$ cat src/rtl/refclk_pkg.sv
package refclk_pkg;
  localparam int REF_N = 4;
  localparam int REF_SW = $clog2(REF_N);
  // status image layout: select code at the bottom, one spare bit, flags above
  localparam int STAT_FLAG_LSB = REF_SW + 1;
  localparam int STAT_W = STAT_FLAG_LSB + REF_N + 1;

  typedef struct packed {
    logic              auto_en;
    logic [REF_SW-1:0] primary;
  } ref_mode_t;
endpackage

$ cat src/rtl/rf_flag_bank.sv
module rf_flag_bank #(
  parameter int N = 4
) (
  input  logic         clk,
  input  logic         mrst,
  input  logic [N-1:0] fail_evt,
  input  logic [N-1:0] eff_qual,
  input  logic         pin_n,
  input  logic         wr_en,
  input  logic [N-1:0] wr_data,
  output logic [N-1:0] flags,
  output logic [N-1:0] flags_nxt,
  output logic         pin_fall
);
  logic         pin_q;
  logic [N-1:0] reg_clr;
  logic [N-1:0] hit;

  always_ff @(posedge clk) begin
    if (mrst) pin_q <= 1'b1;
    else      pin_q <= pin_n;
  end

  assign pin_fall = pin_q & ~pin_n;
  assign reg_clr  = wr_en ? ~wr_data : '0;
  assign hit      = fail_evt & eff_qual;

  always_comb begin
    if (pin_fall) flags_nxt = '1;
    else          flags_nxt = (flags | reg_clr) & ~hit;
  end

  always_ff @(posedge clk) begin
    if (mrst) flags <= '1;
    else      flags <= flags_nxt;
  end


  pin_clr_all_chk: assert property (@(posedge clk) disable iff (mrst)
    pin_fall |=> (&flags));

  for (genvar i = 0; i < N; i++) begin : g_chk

    flag_sticky_chk: assert property (@(posedge clk) disable iff (mrst)
      (!flags[i] && !pin_fall && !(wr_en && !wr_data[i])) |=> !flags[i]);

    flag_masked_chk: assert property (@(posedge clk) disable iff (mrst)
      (flags[i] && !eff_qual[i]) |=> flags[i]);
  end
endmodule

$ cat src/rtl/rf_next_pick.sv
module rf_next_pick #(
  parameter int N = 4,
  localparam int SW = $clog2(N)
) (
  input  logic [SW-1:0] cur,
  input  logic [N-1:0]  usable,
  output logic [SW-1:0] nxt,
  output logic          found
);
  // Scan from the farthest candidate down to the nearest one, so the
  // nearest usable input in ascending circular order wins.
  always_comb begin
    nxt   = cur;
    found = 1'b0;
    for (int k = N - 1; k >= 1; k--) begin
      logic [SW-1:0] idx;
      idx = cur + SW'(k);
      if (usable[idx]) begin
        nxt   = idx;
        found = 1'b1;
      end
    end
  end
endmodule

$ cat src/rtl/rf_sel_ctrl.sv
module rf_sel_ctrl #(
  parameter int N = 4,
  localparam int SW = $clog2(N)
) (
  input  logic          clk,
  input  logic          mrst,
  input  logic          auto_en,
  input  logic [SW-1:0] primary,
  input  logic          pin_fall,
  input  logic [N-1:0]  usable_nxt,
  output logic [SW-1:0] sel,
  output logic          nolock
);
  logic [SW-1:0] cand;
  logic          cand_ok;
  logic          move;

  rf_next_pick #(.N(N)) u_pick (
    .cur    (sel),
    .usable (usable_nxt),
    .nxt    (cand),
    .found  (cand_ok)
  );

  assign move = auto_en && !nolock && !usable_nxt[sel] && cand_ok;

  always_ff @(posedge clk) begin
    if (mrst)          sel <= primary;
    else if (pin_fall) sel <= primary;
    else if (move)     sel <= cand;
  end

  always_ff @(posedge clk) begin
    if (mrst) nolock <= 1'b0;
    else      nolock <= nolock | (usable_nxt == '0);
  end


  sel_manual_hold_chk: assert property (@(posedge clk) disable iff (mrst)
    (!auto_en && !pin_fall) |=> $stable(sel));

  nolock_sticky_chk: assert property (@(posedge clk) disable iff (mrst)
    nolock |=> nolock);

  pin_sel_primary_chk: assert property (@(posedge clk) disable iff (mrst)
    pin_fall |=> (sel == $past(primary)));

  sel_keep_healthy_chk: assert property (@(posedge clk) disable iff (mrst)
    (usable_nxt[sel] && !pin_fall) |=> $stable(sel));
endmodule

$ cat src/rtl/refclk_failover.sv
module refclk_failover
  import refclk_pkg::*;
#(
  parameter int N_IN = REF_N,
  localparam int SW = $clog2(N_IN),
  localparam int FLAG_LSB = SW + 1,
  localparam int IMG_W = FLAG_LSB + N_IN + 1
) (
  input  logic            clk,
  input  logic            mrst,
  input  logic [N_IN-1:0] fail_evt,
  input  logic [SW:0]     mode,
  input  logic [N_IN-1:0] qual_mask,
  input  logic            qual_en,
  input  logic            alarm_clr_n,
  input  logic            wr_en,
  input  logic [N_IN-1:0] wr_data,
  output logic [SW-1:0]   sel_code,
  output logic [N_IN-1:0] clk_ok,
  output logic [IMG_W-1:0] stat_img,
  output logic            lock
);
  logic [N_IN-1:0] eff_qual;
  logic [N_IN-1:0] flags_nxt;
  logic            pin_fall;
  logic            nolock;
  logic            auto_en;
  logic [SW-1:0]   primary;

  assign auto_en  = mode[SW];
  assign primary  = mode[SW-1:0];
  assign eff_qual = qual_en ? qual_mask : '1;

  rf_flag_bank #(.N(N_IN)) u_flags (
    .clk       (clk),
    .mrst      (mrst),
    .fail_evt  (fail_evt),
    .eff_qual  (eff_qual),
    .pin_n     (alarm_clr_n),
    .wr_en     (wr_en),
    .wr_data   (wr_data),
    .flags     (clk_ok),
    .flags_nxt (flags_nxt),
    .pin_fall  (pin_fall)
  );

  rf_sel_ctrl #(.N(N_IN)) u_sel (
    .clk        (clk),
    .mrst       (mrst),
    .auto_en    (auto_en),
    .primary    (primary),
    .pin_fall   (pin_fall),
    .usable_nxt (flags_nxt & eff_qual),
    .sel        (sel_code),
    .nolock     (nolock)
  );

  assign lock = ~nolock;

  always_comb begin
    stat_img = '0;
    stat_img[SW-1:0] = sel_code;
    stat_img[FLAG_LSB +: N_IN] = clk_ok;
  end


  img_layout_chk: assert property (@(posedge clk) disable iff (mrst)
    (stat_img[SW] == 1'b0) && (stat_img[IMG_W-1] == 1'b0));

  reset_state_chk: assert property (@(posedge clk)
    mrst |=> ((&clk_ok) && lock && (sel_code == $past(primary))));
endmodule

$ cat config.mk
export PLATFORM = sky130hd
export DESIGN_NAME = refclk_failover
export DESIGN_NICKNAME = d
export VERILOG_FILES = /design/src/rtl/refclk_pkg.sv /design/src/rtl/rf_flag_bank.sv /design/src/rtl/rf_next_pick.sv /design/src/rtl/rf_sel_ctrl.sv /design/src/rtl/refclk_failover.sv
export SDC_FILE = /design/constraint.sdc
export NUM_CORES = 1
export LEC_CHECK = 0
export CAP_MARGIN = 10
export CORE_MARGIN = 1
export CORE_UTILIZATION = 36
export CTS_BUF_LIST = sky130_fd_sc_hd__clkbuf_8
export DETAILED_ROUTE_END_ITERATION = 10
export GPL_TIMING_DRIVEN = 0
export PLACE_DENSITY = 0.77
export SLEW_MARGIN = 20
export SYNTH_ARGS = -nofsm -noshare
export SYNTH_HDL_FRONTEND = slang
export SYNTH_SLANG_ARGS = --single-unit
$ cat constraint.sdc
create_clock -name clk -period 2.1 [get_ports clk]
set_clock_uncertainty 0.2 [all_clocks]
set_input_delay 0.42 -clock clk [delete_from_list [all_inputs] [get_ports clk]]
set_output_delay 0.42 -clock clk [all_outputs]
set_load 0.01 [all_outputs]
# == Word-level counts from Yosys, hierarchy flattened ==
# Index checks and enable logic that the tools add are counted.
# W data, S select, Z words.
# word_totals
register_bits,8
out_inout_bits,15
wordCells,50
input_bits,20
# classes
bitwise_logic,10
n_lt_le_gt_ge,4
n_reduce_logical,9
n_addsub,3
mux,20
# op_table
op,n
$and A4 B4 Y4,3
$lt A2 B3 Y1 const B,4
$mux W2,6
$mux W4,3
$bmux W1 S2,4
$not A4 Y4,2
$mux W1,7
$reduce_bool A5 Y1,1
$add A2 B2 Y2 const B,2
$logic_not A4 Y1,1
$or A4 B4 Y4,1
$logic_and A1 B1 Y1,3
$reduce_bool A3 Y1,1
$add A2 B1 Y2 const B,1
$logic_not A1 Y1,2
$not A1 Y1,2
$reduce_and A2 Y1,1
$and A1 B1 Y1,1
$or A1 B1 Y1,1

# == Depth between registers and ports, before layout ==
# Gate-level depths: netlist of the first run.
# depth
depth_word,15
mapped_depth,7
mapped_depth_nobuf,6

# == Modules after synthesis ==
# A second synthesis of the first run with hierarchy kept.
# unflattened
hier_cells,79
area_unflattened_um2,655.6
# by_module_without_submodules
mod,seq_area_each_um2,cells_per_inst,area_per_inst_um2,n_inst
rf_flag_bank,100.1,29,242.7,1
rf_sel_ctrl,80.1,12,161.4,1
rf_next_pick,0.0,20,133.9,1
refclk_failover,0.0,18,117.6,1

# == Least setup slack after synthesis of the first run ==
# Ideal clock, no wire load.
# synth_path
path_type,input port to flip-flop
startpoint,in alarm_clr_n
endpoint,"reg u_sel.sel[0], enable pin"
arrival_time_ns,1.594
path_slack_ns,-0.005
path_stages,6
required_time_ns,1.590
setup_ns,0.310
path_buffers,1
cell_sequence,nor2b_1 -> buf_6 -> o32a_4 -> a311oi_1 -> o2111ai_2 -> a32oi_1
# synth_between
elab_chain_len,12
word_cells_on_any_way,21
cone_classes,mux: 12; bitwise: 3; reduce/logical: 6
# synth_rtl
element,line_no,rtl
start: declaration,refclk_failover.sv:15,"input logic alarm_clr_n,"
$not A1 Y1 *,rf_flag_bank.sv:24,assign pin_fall = pin_q & ~pin_n;
$and A1 B1 Y1 *,rf_flag_bank.sv:24,
$mux W4,rf_flag_bank.sv:29,if (pin_fall) flags_nxt = '1;
$and A4 B4 Y4,refclk_failover.sv:53,".usable_nxt (flags_nxt & eff_qual),"
$bmux W1 S2,rf_next_pick.sv:18,if (usable[idx]) begin
$mux W1 (not written as such),rf_next_pick.sv:18,
$mux W1 (3 in series),rf_next_pick.sv:18,
$logic_and A1 B1 Y1,rf_sel_ctrl.sv:25,assign move = auto_en && !nolock && !usable_nxt[sel] && cand_ok;
$reduce_bool A3 Y1 (no source line),--,
$reduce_and A2 Y1 (no source line) *,--,
end signal: assignment,rf_sel_ctrl.sv:28,if (mrst) sel <= primary;
end signal: assignment,rf_sel_ctrl.sv:29,else if (pin_fall) sel <= primary;
end signal: assignment,rf_sel_ctrl.sv:30,else if (move) sel <= cand;
end: declaration,rf_sel_ctrl.sv:11,"output logic [SW-1:0] sel,"
# Every way passes the cells marked *; elsewhere a longest branch is shown, timed or not. The select of a mux whose other input is x is not followed.
# A chain may end at the register's enable or synchronous reset.

# == Final worst setup path of the first run ==
# layout_path
startpoint,in qual_mask[3]
endpoint,"reg u_sel.sel[0], enable pin"
# layout_between
elab_chain_len,14
word_cells_on_any_way,23
cone_classes,mux: 13; bitwise: 4; reduce/logical: 6
# layout_rtl
element,line_no,rtl
start: declaration,refclk_failover.sv:13,"input logic [N_IN-1:0] qual_mask,"
$mux W4 *,refclk_failover.sv:32,assign eff_qual = qual_en ? qual_mask : '1;
$and A4 B4 Y4,rf_flag_bank.sv:26,assign hit = fail_evt & eff_qual;
$not A4 Y4,rf_flag_bank.sv:30,else flags_nxt = (flags | reg_clr) & ~hit;
$and A4 B4 Y4,rf_flag_bank.sv:30,
$mux W4,rf_flag_bank.sv:29,
$and A4 B4 Y4 *,refclk_failover.sv:53,
$bmux W1 S2,rf_next_pick.sv:18,
$mux W1 (not written as such),rf_next_pick.sv:18,
$mux W1 (3 in series),rf_next_pick.sv:18,
$logic_and A1 B1 Y1,rf_sel_ctrl.sv:25,
$reduce_bool A3 Y1 (no source line),--,
$reduce_and A2 Y1 (no source line) *,--,
# Marks and branches as above.

==> flow_metrics.py, run 1 <==
metrics = {
    "global_route": {
        "antenna_found_initial": 0,
        "grt_pass1_vias": 718,
        "grt_max_degree": 10,
        "grt_pass1_wl_mm": 3.06,
        "grtUsageTotal_pct": 20.7,
        "overflow": 0,
    },
    "placement": {
        "hpwlAfterDp_mm": 1.27,
        "globalplace.congestion": 0.772,
        "placed_area_um2": 1040,
        "port_buffers": 32,
    },
    "synth": {
        "syn_avg_cell_area_um2": 8.46,
        "synth_area_leaders": "dfxtp_1 18%, buf_4 8.9%, edfxtp_1 8.9%",
        "synth_commonest_cells": "8 x buf_4, 7 x nand2_1, 6 x a21oi_1, 6 x dfxtp_1, 5 x nor2b_1",
        "netlist_instances": 80,
        "yosys.area.top_type": "dfxtp_1",
        "synth.most_common_cell": "buf_4",
        "ys.flop_type": "dfxtp_1",
        "synth_top_area_share_pct": 17.7,
        "synth-seq-cells": 8,
        "synth_cell_types": 36,
        "synthArstFlopShare_pct": 0,
        "synth-edff-count": 2,
        "yosysSeqAreaShare_pct": 26.6,
        "yosys_warnings": 0,
        "synth_area_um2": 677,
    },
    "die": {
        "rows": 15,
        "die_area_um2": 2060,
        "die_w_um": 45.4,
        "initial_core_util_pct": 38.8,
        "core_um2": 1750,
        "die_y_um": 45.4,
        "pin_count": 35,
    },
    "finish": {
        "multi_input_area_um2": 554,
        "n_fill_cell": 140,
        "areaGrowthSynthToFinish_pct": 84.8,
        "design_area_um2": 1250,
        "layout-drive-gt1-share_pct": 41.5,
        "num_antenna_cells": 0,
        "final_nets": 144,
        "regArea_um2": 181,
    },
    "sta": {
        "min_period_ps": 2080,
        "rsz0062_at_grt": "yes",
        "finalSetupViolations": 0,
        "report.final.slew_viol_count": 0,
        "fmax_ghz": 0.480,
        "fin_setup_tns_ps": 0,
        "finalCritPeriodShare_pct": 99.2,
        "worst_pin_slew_ps": 520,
        "hold_slack_ps": 227,
        "slew_headroom_pct": 65.2,
        "hold_violations": 0,
    },
    "cts": {
        "cts_made_buffers": 3,
        "clock-sinks": 8,
        "clkTransAtPathRegs_ps": 50,
        "clk_latency_ps": 240,
        "root_buffer": "clkbuf_8",
        "cts_tree": "built",
        "ctsLongestPathBuffers": 2,
        "htree_levels": 1,
        "cts-hold-fix-buffers": 0,
    },
    "routing": {
        "finalWirelength_mm": 2.16,
        "avgRoutedWirePerCell_um": 14.6,
        "vias_per_cell": 5.37,
        "vias": 795,
        "drt_iter0_drc": 13,
        "drtPass1Iterations": 4,
        "ant_nets": 0,
        "route.detailed.drc": 0,
    },
    "status": {
        "status": "finished clean",
    },
    "setup_path": {
        "path_max_fanout": 4,
        "crit_type": "in2reg",
        "reg2regPathDepth": 6,
        "critPathArrivalTime_ps": 1820,
        "critPathCaptureType": "flip-flop",
        "required_ps": 1840,
        "worstSetupStartpointType": "input pin",
    },
    "power": {
        "irDropWorstVdd_v": 0.000387,
        "p_leak_nw": 0.525,
        "totalPowerFinal_w": 0.000679,
        "power_density_nw_per_um2": 543,
    },
    "worst_hold_path": {
        "worst_hold_path.num_cells": 2,
        "min_path_type": "in2reg",
    },
    "flow_run": {
        "drv_cap": 0,
    },
}
per-stage QoR:
stage | cells | utilization (%) | setup WS (ps)
floorplan | 81 | - | 1.82
global placement | 138 | 59.5 | -619
detailed placement | 138 | 59.5 | -628
CTS | 147 | 68.2 | 16.2
global route | 148 | 71.7 | -87.1
finish | 148 | 71.7 | 17.6
path summary, 6_finish.rpt:
check	endpoint	from	slack, ps
setup / recovery	u_sel.sel[0]	qual_mask[3]	20
hold / removal	u_flags.pin_q	alarm_clr_n	230
setup reg to reg	u_sel.sel[0]	u_flags.pin_q	30
hold reg to reg	u_sel.nolock	u_sel.nolock	330
critical path, stage by stage:
cell,delay (ps)
clkdlybuf4s50_1,460
nand2b_4,160
a21oi_4,80
a2111oi_2,350
a31oi_1,100
a32oi_1,250
area by class of cell:
class,instances,area share (%)
plain buffers,8,4.80
clock buffers,3,3.30
clock inverters,1,0.300
inverters,4,1.20
multi-input cells,60,44.3
flip-flops and latches,8,14.5
well taps,25,2.50
repair buffers,39,29.1
repair_timing:
item	CTS	global route
setup endpoints to repair	4	3
resized for setup	36	27
buffers inserted	5	2
pin swaps	15	8
registers in the layout, summed over array words and instances (netlist names):
register / count
u_sel.sel: 2
u_flags.flags: 4
u_sel.nolock: 1
u_flags.pin_q: 1
cells in the final DEF (no fill, tap or decap), types with 2 or more instances in the layout:
master | synthesis | final
nand2_1 | 7 | 6
nor2_1 | 3 | 2
clkdlybuf4s50_1 | 0 | 18
o21ai_0 | 4 | 4
a21oi_4 | 0 | 3
nor2b_1 | 5 | 3
buf_12 | 0 | 2
edfxtp_1 | 2 | 2
nand3_1 | 2 | 2
a21oi_1 | 6 | 4
dfxtp_1 | 6 | 5
clkbuf_2 | 0 | 4
dlygate4sd2_1 | 0 | 5
inv_1 | 4 | 4
conb_1 | 1 | 2
a31oi_1 | 2 | 2
nand2b_4 | 0 | 4
or2_2 | 2 | 2
o31ai_4 | 0 | 2
clkbuf_8 | 0 | 3
buf_4 | 8 | 15
routing by layer:
metal	GRT usage [%]	up-vias	routed length, um
met1	24.8	379	873
met3	5.20	9	111
li1	-	375	-
met2	33.9	32	1130
met5	0	-	0
met4	10.9	0	45
power breakdown:
| part | switching, W | internal (W) |
|---|---|---|
| Sequential | 0.0000228 | 0.000174 |
| Clock | 0.0000764 | 0.000128 |
| Combinational | 0.000120 | 0.000157 |
cells by family (layout without fill, tap and decap cells):
kind of cell,Yosys count,in the layout,synth area share (%)
compound gates,27,27,31.1
buf+inv,13,55,12.8
flops,8,8,26.6
mux,1,1,3.33
other cells,1,2,0.554
simple gates,30,30,25.7
No activity file was read; power rests on OpenSTA's default activity.
==> run 2: changes to the inputs <==
--- a/config.mk
+++ b/config.mk
@@ -5,6 +5,7 @@
 export SDC_FILE = /design/constraint.sdc
 export NUM_CORES = 1
 export LEC_CHECK = 0
+export ABC_AREA = 1
 export CAP_MARGIN = 10
 export CORE_MARGIN = 1
 export CORE_UTILIZATION = 36
@@ -12,6 +13,7 @@
 export DETAILED_ROUTE_END_ITERATION = 10
 export GPL_TIMING_DRIVEN = 0
 export PLACE_DENSITY = 0.77
+export REMOVE_ABC_BUFFERS = 1
 export SLEW_MARGIN = 20
 export SYNTH_ARGS = -nofsm -noshare
 export SYNTH_HDL_FRONTEND = slang
==> run 2 against run 1 <==
  * Area after synthesis rose by 0.92%
  * Via count fell by 3.1%
  * Total power rose by 1.8%
  * Core utilization fell by 7.4 points
  * Clock power fell by 5%
  * Combinational power rose by 8.6%
  * Worst setup slack improved by 75 ps
  * Synthesized cell count rose by 44%
  * Register-to-register slack improved by 240 ps
  * Largest power group unchanged
  * Cell area fell by 10%
  * Sequential power barely moved
  * Clock-buffer cell count did not move
==> flow_metrics.py, run 2 <==
metrics = {
    "status": {
        "status": "finished clean",
    },
    "power": {
        "power_density_nw_per_um2": 616,
        "totalPowerFinal_w": 0.000691,
        "p_clk_share_pct": 28.0,
        "pwr-share-comb_pct": 43.7,
        "p_int_w": 0.000445,
        "switchingPower_w": 0.000247,
        "switching_share_pct": 35.7,
        "p_leak_nw": 0.611,
        "p_seq_share_pct": 28.3,
        "irDropWorstVdd_v": 0.000477,
    },
    "placement": {
        "numPlacedInstances": 165,
        "pre_cts_ws_ps": -284,
        "port_buffers": 32,
        "hpwlAfterDp_mm": 1.36,
        "globalplace.congestion": 0.734,
    },
    "routing": {
        "vias": 770,
        "drt_iter0_drc": 8,
        "ant_nets": 0,
        "vias_per_cell": 4.45,
        "avgRoutedWirePerCell_um": 10.2,
        "finalWirelength_mm": 1.76,
        "drtPass1Iterations": 4,
        "route.detailed.drc": 0,
    },
    "finish": {
        "regMostFlops": "u_flags.flags",
        "final_nets": 169,
        "n_fill_cell": 157,
        "areaGrowthSynthToFinish_pct": 64.3,
        "utilization_pct": 64.3,
        "finalNonFillerCells": 173,
        "num_antenna_cells": 0,
        "reg_top3": "u_flags.flags x4, u_sel.sel x2",
        "final_cell_mix": "29 x clkdlybuf4s50_1, 27 x nand2_1, 23 x nand2_2",
        "largest_register_ffs": 4,
        "mostFrequentLayoutCell": "clkdlybuf4s50_1",
        "layout-drive-gt1-share_pct": 25.0,
    },
    "cts": {
        "cts_made_buffers": 3,
        "htree_levels": 1,
        "cts-hold-fix-buffers": 0,
        "ctsLongestPathBuffers": 2,
        "clock-sinks": 8,
        "clkTransAtPathRegs_ps": 40,
        "root_buffer": "clkbuf_8",
        "clk_latency_ps": 230,
        "cts_tree": "built",
    },
    "setup_path": {
        "r2r-start": "u_sel.sel[0]",
        "r2r-end": "u_sel.sel[0]",
        "reg2regPathDepth": 9,
        "critPathArrivalTime_ps": 1750,
        "required_ps": 1850,
        "crit_type": "in2reg",
        "critPathCaptureType": "flip-flop",
        "worstSetupStartpointType": "input pin",
        "path_max_fanout": 9,
        "r2r_slack_ps": 270,
    },
    "synth": {
        "synth_cell_types": 14,
        "ys.flop_type": "dfxtp_1",
        "synth-seq-cells": 8,
        "synthArstFlopShare_pct": 0,
        "netlist_instances": 115,
        "synth_commonest_cells": "44 x nand2_1, 21 x inv_1, 15 x nand3_1",
        "synth_area_leaders": "nand2_1 24%, dfxtp_1 18%, inv_1 12%",
        "synth-edff-count": 2,
        "synth_top_area_share_pct": 24.2,
        "yosysSeqAreaShare_pct": 26.4,
        "yosys.area.top_type": "nand2_1",
        "yosys_warnings": 0,
        "synth.most_common_cell": "nand2_1",
        "syn_avg_cell_area_um2": 5.94,
        "synth_area_um2": 683,
    },
    "die": {
        "die_y_um": 45.6,
        "core_um2": 1750,
        "die_area_um2": 2080,
        "rows": 15,
        "die_w_um": 45.6,
        "pin_count": 35,
        "initial_core_util_pct": 39.1,
    },
    "sta": {
        "min_period_ps": 2010,
        "hold_violations": 0,
        "report.final.slew_viol_count": 0,
        "hold_slack_ps": 289,
        "finalCritPeriodShare_pct": 95.6,
        "fmax_ghz": 0.498,
        "setup_ws_ps": 92.8,
        "finalSetupViolations": 0,
    },
    "global_route": {
        "antenna_found_initial": 0,
        "grt_max_degree": 10,
        "grt_pass1_vias": 671,
        "overflow": 0,
        "grtUsageTotal_pct": 16.9,
        "grt_pass1_wl_mm": 2.46,
    },
    "worst_hold_path": {
        "hold_end": "u_sel.nolock",
        "min-delay-start": "u_sel.nolock",
        "min_path_type": "reg2reg",
        "worst_hold_path.num_cells": 2,
    },
    "flow_run": {
        "drv_cap": 0,
    },
}
[run 2: final cells by class]
cell class	instances	area (um^2)	share of cell area [%]
repair buffers	36	354	31.5
multi-input cells	79	433	38.6
inverters	21	78.8	7.02
clock buffers	3	41.3	3.68
clock inverters	1	3.75	0.334
flip-flops and latches	8	180	16.1
well taps	25	31.3	2.79
[run 2: layer usage]
metal	global-route usage, %	vias to the layer above	share of wire [%]
met2	29.4	22	51
met3	5.16	4	5.2
met4	10.3	0	1.8
met5	0	-	0
li1	-	402	-
met1	17.5	342	42
[run 2: how the worst max path moves through the flow]
stage | start | to | slack, ps | cells after the start
floorplan | qual_mask[2] | u_sel.sel[0] | 400 | 12
global placement | qual_en | u_sel.sel[0] | -250 | 13
detailed placement | qual_en | u_sel.sel[0] | -280 | 13
CTS | wr_en | u_sel.sel[0] | 4 | 13
global route | qual_mask[3] | u_sel.sel[0] | -20 | 13
finish | alarm_clr_n | u_sel.sel[0] | 90 | 12
[run 2: critical path, stage by stage]
cell	delay, ps
clkdlybuf4s50_1	400
inv_1	150
nand2_8	100
nand2_2	90
nand3_1	90
nand2_2	110
nand2_1	60
nand2_1	70
inv_1	50
nand2_2	70
nand3_1	80
nand2_1	70
[run 2: timing repair]
action | CTS | global route
resized for setup | 2 | 23
setup buffers | 0 | 4
setup endpoints to repair | 2 | 3
pin swaps | 0 | 7
[run 2: cells by family after synthesis]
logic type	after synthesis	synth area share, %
xor+xnor	1	1.28
simple gates	73	49.3
buf+inv	29	20.3
flops	8	26.4
compound gates	3	2.20
other cells	1	0.549
[run 2: power by group through the flow]
| stage | registers (W) | clock network [W] | logic (W) |
|---|---|---|---|
| after CTS | 0.000194 | 0.000196 | 0.000274 |
| after floorplan | 0.000206 | 0 | 0.000146 |
| final | 0.000196 | 0.000194 | 0.000302 |
| after global placement | 0.000195 | 0 | 0.000262 |
| after detailed placement | 0.000197 | 0 | 0.000271 |
| after global routing | 0.000198 | 0.000207 | 0.000329 |
[run 2: per-stage QoR]
step	cell area [um^2]	TNS [ps]
global placement	978	-701
finish	1120	0
detailed placement	978	-775
CTS	1020	0
floorplan	627	0
global route	1120	-18.6
